===== src/rtl/ones_det_pkg.sv =====
// Package: shared state encoding for both run-detector machines.
// Assumes a 2-bit binary code. The three-state machine uses only the
// first three codes.
package ones_det_pkg;
    localparam int unsigned STATE_W = 2;

    typedef enum logic [STATE_W-1:0] {
        ST_IDLE = 2'b00,
        ST_ONE  = 2'b01,
        ST_TWO  = 2'b10,
        ST_RUN  = 2'b11
    } run_state_e;
endpackage


===== src/rtl/ones_moore_fsm.sv =====
// Four-state run detector whose output is decoded from the state only.
// Assumes x is stable around the rising edge of clk. The reset is
// synchronous and active low.
module ones_moore_fsm
    import ones_det_pkg::*;
(
    input  logic clk,
    input  logic rst_n,
    input  logic x,
    output logic z
);
    run_state_e state_q;
    run_state_e state_d;

    // Next-state: a 0 goes back to idle, a 1 climbs and saturates in run.
    always_comb begin
        state_d = ST_IDLE;
        if (x) begin
            unique case (state_q)
                ST_IDLE: state_d = ST_ONE;
                ST_ONE:  state_d = ST_TWO;
                ST_TWO:  state_d = ST_RUN;
                ST_RUN:  state_d = ST_RUN;
                default: state_d = ST_IDLE;
            endcase
        end
    end

    // State register with synchronous reset.
    always_ff @(posedge clk) begin
        if (!rst_n) state_q <= ST_IDLE;
        else        state_q <= state_d;
    end

    // Output decode from the state alone.
    always_comb z = (state_q == ST_RUN);
endmodule


===== src/rtl/ones_mealy_fsm.sv =====
// Three-state run detector whose output is decoded from state and input.
// Assumes x is stable around the rising edge of clk. Code 2'b11 is never
// entered and is treated as idle if it ever appears.
module ones_mealy_fsm
    import ones_det_pkg::*;
(
    input  logic clk,
    input  logic rst_n,
    input  logic x,
    output logic z
);
    run_state_e state_q;
    run_state_e state_d;

    // Next-state: a 0 goes back to idle, a 1 climbs and saturates in state two.
    always_comb begin
        state_d = ST_IDLE;
        if (x) begin
            unique case (state_q)
                ST_IDLE: state_d = ST_ONE;
                ST_ONE:  state_d = ST_TWO;
                ST_TWO:  state_d = ST_TWO;
                default: state_d = ST_IDLE;
            endcase
        end
    end

    // State register with synchronous reset.
    always_ff @(posedge clk) begin
        if (!rst_n) state_q <= ST_IDLE;
        else        state_q <= state_d;
    end

    // Output decode from the present state combined with the live input.
    always_comb z = x && (state_q == ST_TWO);
endmodule


===== src/rtl/ones_run_detector.sv =====
// Top: runs the state-decoded and the input-decoded detectors side by side
// on the same serial input. Both machines share clock and reset.
module ones_run_detector (
    input  logic clk,
    input  logic rst_n,
    input  logic x,
    output logic z_moore,
    output logic z_mealy
);
    ones_moore_fsm u_moore (
        .clk   (clk),
        .rst_n (rst_n),
        .x     (x),
        .z     (z_moore)
    );

    ones_mealy_fsm u_mealy (
        .clk   (clk),
        .rst_n (rst_n),
        .x     (x),
        .z     (z_mealy)
    );
endmodule


===== config.mk =====
export PLATFORM = sky130hd
export DESIGN_NAME = ones_run_detector
export DESIGN_NICKNAME = d
export VERILOG_FILES = /design/src/rtl/ones_det_pkg.sv /design/src/rtl/ones_moore_fsm.sv /design/src/rtl/ones_mealy_fsm.sv /design/src/rtl/ones_run_detector.sv
export SDC_FILE = /design/constraint.sdc
export NUM_CORES = 1
export LEC_CHECK = 0
export BUFFER_PORTS_ARGS = -buffer_cell sky130_fd_sc_hd__buf_4
export CAP_MARGIN = 15
export CORE_AREA = 2 2 39 41
export CTS_BUF_LIST = sky130_fd_sc_hd__clkbuf_16
export DETAILED_ROUTE_END_ITERATION = 8
export DIE_AREA = 0 0 41 43
export HOLD_SLACK_MARGIN = 0.02
export PLACE_DENSITY = 0.38
export SYNTH_ARGS = -nofsm -noshare
export SYNTH_HDL_FRONTEND = slang
export SYNTH_SLANG_ARGS = --single-unit

===== constraint.sdc =====
create_clock -name clk -period 2.31 [get_ports clk]
set_input_delay 0.462 -clock clk [delete_from_list [all_inputs] [get_ports clk]]
set_output_delay 0.462 -clock clk [all_outputs]
set_load 0.05 [all_outputs]

Yosys cells after proc, flatten, opt, wreduce, memory -nomap -nowiden. Index checks and enable logic that the tools add are counted.

Reductions and logical operators: 6. Equality and inequality tests: 5. Multiplexer cells: 2.

Operator list (number): == test 2 bit, second input constant (3); one-hot mux 2 bit (3 select lines) (1); == test 2 x 1 -> 1 bit, second input constant (2); logical NOT 2 bit (2); one-hot mux 2 bit (2 select lines) (1); OR reduction 2 bit (2); AND reduction 2 bit (1); logical AND 1 bit (1).

Bits of input ports: 3. Register bits after elaboration: 4. Output and inout bits: 2. Word-level logic and storage cells: 15.

Logic depth before layout (Yosys ltp).
Word-level depth: 3. Gate-level depth with buffers: 3. Mapped depth without buffers: 3.

Cells and area by module. A second synthesis with hierarchy kept.

Cells, all modules: 17. Area, all modules: 161.4 µm².

Modules (own cells, without submodules): ones_mealy_fsm (sequential area each 40.0 µm², instances 1, area an instance 91.3 µm², cells an instance 9); ones_moore_fsm (sequential area each 40.0 µm², instances 1, area an instance 70.1 µm², cells an instance 8).

Least setup slack after synthesis. No wires, ideal clock.

Path type: flip-flop to output port. Start point: register u_moore.state_q[0]. End point: output port z_moore. Required time: 1848 ps. Arrival: 767 ps. Cell stages (with the launch flop): 2. Path slack: 1081 ps. Buffers on the path: 0. Path through: dfxtp_1 -> and2_1.

Word-level cells in the longest chain between the ends: 1.

RTL lines: start, declared (line ones_moore_fsm.sv:12) `run_state_e state_q;`; start signal, assigned (line ones_moore_fsm.sv:32) `else state_q <= state_d;`; == test 2 bit (line ones_moore_fsm.sv:36) `always_comb z = (state_q == ST_RUN);`; end, declared (line ones_run_detector.sv:7) `output logic z_moore,`.

No other way between the ends.

Final worst setup path.
Start point: register u_mealy.state_q[0]. End point: output port z_mealy.

Word-level cells in the longest chain between the ends: 2.

RTL lines: start, declared (line ones_mealy_fsm.sv:12) `run_state_e state_q;`; start signal, assigned (line ones_mealy_fsm.sv:31) `else state_q <= state_d;`; == test 2 bit (line ones_mealy_fsm.sv:35) `always_comb z = x && (state_q == ST_TWO);`; logical AND 1 bit (line ones_mealy_fsm.sv:35); end, declared (line ones_run_detector.sv:8) `output logic z_mealy`.

No other way between the ends.

==> results.md <==
- The run finished with clean final reports.
- The total setup violations reported at the end of the flow is 0.
- The class of the worst hold path is register to register.
- The clock transition time at the flip-flop clock pins of the worst setup and hold paths is 0.03 ns.
- Synthesis handed over a netlist of 17 instances.
- The number of flip-flops and latches in the synthesized netlist is 4.
- The number of hold violations in the final report is 0.
- The number of cells traversed by the worst register-to-register path is 3.
- The critical path goes through inv_1 -> ha_1 -> and2_2 -> buf_4.
- The number of unique standard cell types used by synthesis is 9.
- The post-synthesis adder-cell area fraction is 14.9%.
- The worst clock skew is ~0.000030 ns.
- Across the VDD grid, the largest voltage drop is 0.212 mV.
- The worst pin sits at a relative slew slack of ~90%.
- Adding up every negative setup slack in the final design gives 0 ns.
- The reg-to-reg startpoint is u_mealy.state_q[1].
- The worst hold path terminates at u_moore.state_q[0].
- The pin count of the biggest net entering global routing is 5.
- For the finished layout, the period the worst path requires is 1.57 ns.
- From left edge to right edge, the die measures roughly 41 um.
- The clock buffer count from CTS is 3.
- The slowest stage of the critical path belongs to the cell sky130_fd_sc_hd__dfxtp_1.
- The maximum achievable frequency is 637 MHz.
- Setup repair after global routing left no endpoint under its margin.
- The post-route fraction of the period consumed by the critical path is between 60% and 70%.
- Dividing the synthesized area by the synthesized cell count gives around 9.9 sq um.
- The area growth from synthesis to layout is 74.6%.
- The number of setup buffers added after CTS is 0.
- The post-cts repair resize count is 0.
- In this run the worst path has a maximum fanout of 2.
- The share of the yosys chip area belonging to registers is 47.8%.
- Power comes to 0.000357 W.
- In this run, synthesis inferred 0 flip-flops with an integrated enable.
- For this run the aggregate overflow at the end of global routing stands at 0.
- The residual DRC count is 0.
- The wire length of the first global-routing pass is 489 um.
- Counting every net in the synthesized netlist gives 22.
- The area after detailed placement is 218 sq um.
- The main combinational cell family by area after synthesis is simple AND/OR/NAND/NOR gates.
- The combinational share of power is roughly 3.9%.
- The cell area after synthesis is 168 sq um.
- Of the total power, registers draw between 20% and 30%.
- The total number of clock tree sinks is 4.
- The placeable core region is about 0.0014 sq mm.
- The type of element capturing the critical path is a primary output.
- The count of antenna-violating nets left after detailed routing is 0.
- The die is 43 um tall.
- The pre-CTS setup slack is ~0.90 ns.
- The finished cells cover 293 sq um.
- The initial antenna violation count was 0.
- The compound-gate portion of the synthesized area is 5.22%.
- The number of buffer cells added on primary ports is 4.
- The sum of net half-perimeters after detailed placement is roughly 240 um.
- In the routed layout, each cell is associated on average with a via count of 3.18.
- For this block, the routed nets add up to roughly 300 um of wire.
- The layout has about 150 filler cells.
- The switching component of the power is ~0.000056 W.
- TritonCTS built the clock tree.
- For this configuration, the core starts out at a cell density of 12.1%.
- For this run, asynchronously set or reset flops after synthesis account for 0%.
- Counting instances, the worst hold path has a depth of 1.
- The global placement routability congestion is 0.549.
- The power per unit of standard cell area is ~1200 mW/mm^2.
- The final worst-path setup slack is 0.740 ns.
- The category of the worst setup path launch point is a register.
- The routed layout has 127 vias.
- The number of global-route vias before repair was approximately 130.
- The max-slew violation total from the final report is 0.
- The tool flagged a number of max-cap violations equal to 0.
- The number of core rows is 14.
- The worst path arrival time is 1.11 ns.
- The cell type with the highest aggregate area in the netlist is sky130_fd_sc_hd__dfxtp_1.
- The most used flip-flop cell after synthesis is sky130_fd_sc_hd__dfxtp_1.
- The area share of the largest cell type after synthesis is between 40% and 50%.
- The iteration-0 DRC count of the detailed router is 0.
- After detailed routing, the average wire length per cell comes to 7.58 um.
- By area the synthesized netlist is led by sky130_fd_sc_hd__dfxtp_1 (48%), sky130_fd_sc_hd__ha_1 (15%), sky130_fd_sc_hd__and3_2 (9.0%).
- The share of post-route cells with drive strength above 1 is 50.0%.
- The repair_antennas step left the layout with diodes totalling 0.
- The floorplan step defined a die boundary enclosing 0.00176 sq mm.
- The boundary pin count is 5.
- The worst register-to-register path ends at u_mealy.state_q[1].
- The clock network fraction of total power is 75.1%.
- Summing the areas of all xor and xnor instances in the mapped netlist gives 0% of the synthesized area.
- The worst stage delay on the critical path is about 0.30 ns.
- The commonest cells after synthesis are sky130_fd_sc_hd__dfxtp_1 (4), sky130_fd_sc_hd__inv_1 (3), sky130_fd_sc_hd__and3_2 (2), sky130_fd_sc_hd__ha_1 (2), sky130_fd_sc_hd__nor2_1 (2).
- The slew at the pin closest to its max-slew limit is 0.146 ns.
- Measured against the total synthesized area, the mux share comes to 0%.
- Data on the critical path is required at its endpoint by between 1.5 and 2 ns.
- In this run switching power makes up about 16% of total power.
- The worst-case register-to-register setup slack is between 1 and 1.5 ns.
- The global-route total usage across every layer is 5.02%.
- The detailed-router iteration count before antenna repair is 1.
- The startpoint of the worst hold path is u_moore.state_q[0].
- The number of hold buffers added after CTS was 0.
- Clock tree synthesis selected as its root buffer the cell sky130_fd_sc_hd__clkbuf_16.
- The deepest clock path buffer count is 2.
- By startpoint and endpoint, the worst setup path is classified as register to primary output.
- CTS built an H-tree with a depth of 1.
- For this design the static power due to leakage is roughly 0.13 nW.
- Summing the areas of all and, or, nand and nor instances in the mapped netlist gives 25.4% of the synthesized area.
- The clock network latency to the later pin of the worst-skew pair is 0.22 ns.
- The internal portion of the total power is 0.000301 W.
- The most instantiated library cell after synthesis is sky130_fd_sc_hd__dfxtp_1.
- The total of warnings raised by yosys is 0.
- The number of nets at the end of the flow is 31.
[worst max path at each step]
stage	slack (ns)	startpoint	end	cells past startpoint
floorplan	1.08	u_moore.state_q[0]	z_moore	1
CTS	0.73	u_mealy.state_q[0]	z_mealy	4
finish	0.74	u_mealy.state_q[0]	z_mealy	4
global route	0.69	u_mealy.state_q[0]	z_mealy	4
detailed placement	0.90	x	z_mealy	3
global placement	0.91	x	z_mealy	3
[area by class of cell]
cell class,instances,area (sq um),share of cell area (%)
Clock buffer,3,75.1,25.6
Inverter,3,11.3,3.85
Multi-Input combinational cell,10,76.3,26.1
Sequential cell,4,80.1,27.4
Tap cell,16,20.0,6.84
Timing Repair Buffer,4,30.0,10.3
[placed cells by master, fill, tap and decap left out]
cell type / instances
sky130_fd_sc_hd__clkbuf_16: 3
sky130_fd_sc_hd__ha_1: 2
sky130_fd_sc_hd__buf_4: 4
sky130_fd_sc_hd__a21oi_2: 1
sky130_fd_sc_hd__inv_1: 3
sky130_fd_sc_hd__and3_2: 2
sky130_fd_sc_hd__and2_2: 1
sky130_fd_sc_hd__nor2_1: 2
sky130_fd_sc_hd__dfxtp_1: 4
sky130_fd_sc_hd__and2_1: 1
sky130_fd_sc_hd__nand2_2: 1
[layer usage]
metal,global-route usage [%],vias to the layer above,routed length (um)
met1,3.85,61,106
li1,-,66,-
met4,10.0,0,0
met5,0,-,0
met3,1.57,0,0
met2,6.25,0,196
[sequential cells by signal, summed over array words and instances (netlist names)]
register / flops
u_mealy.state_q: 2
u_moore.state_q: 2
[worst max-delay path, delay by kind of cell, from the launching register on]
family / cells / cell delay [ns]
and+or+nand+nor: 1 / 0.16
adders and majority gates: 1 / 0.19
buffers and inverters: 2 / 0.23
DFF: 1 / 0.30
[power groups by stage]
stage               clock network (W)   logic [W]  registers, W
global route                 0.000277   0.0000155     0.0000752
finish                       0.000268   0.0000140     0.0000749
detailed placement                  0   0.0000140     0.0000758
global placement                    0   0.0000132     0.0000755
floorplan                           0  0.00000813     0.0000753
CTS                          0.000271   0.0000142     0.0000749
[cell families (layout without fill, tap and decap cells)]
family | after synthesis | in the layout
AO/OA/AOI/OAI | 1 | 1
adder cells (fa/ha/maj) | 2 | 2
buffers and inverters | 3 | 10
flip-flops | 4 | 4
AND/OR/NAND/NOR | 7 | 7
[through the flow]
stage               hold WS [ns]  std cells  util, %
finish                     0.454         40     21.2
global route               0.468         40     21.2
CTS                        0.456         40     21.2
detailed placement         0.452         37     15.7
global placement           0.446         37     15.7
floorplan                  0.435         17        -
No activity file was read; power rests on OpenSTA's default activity.
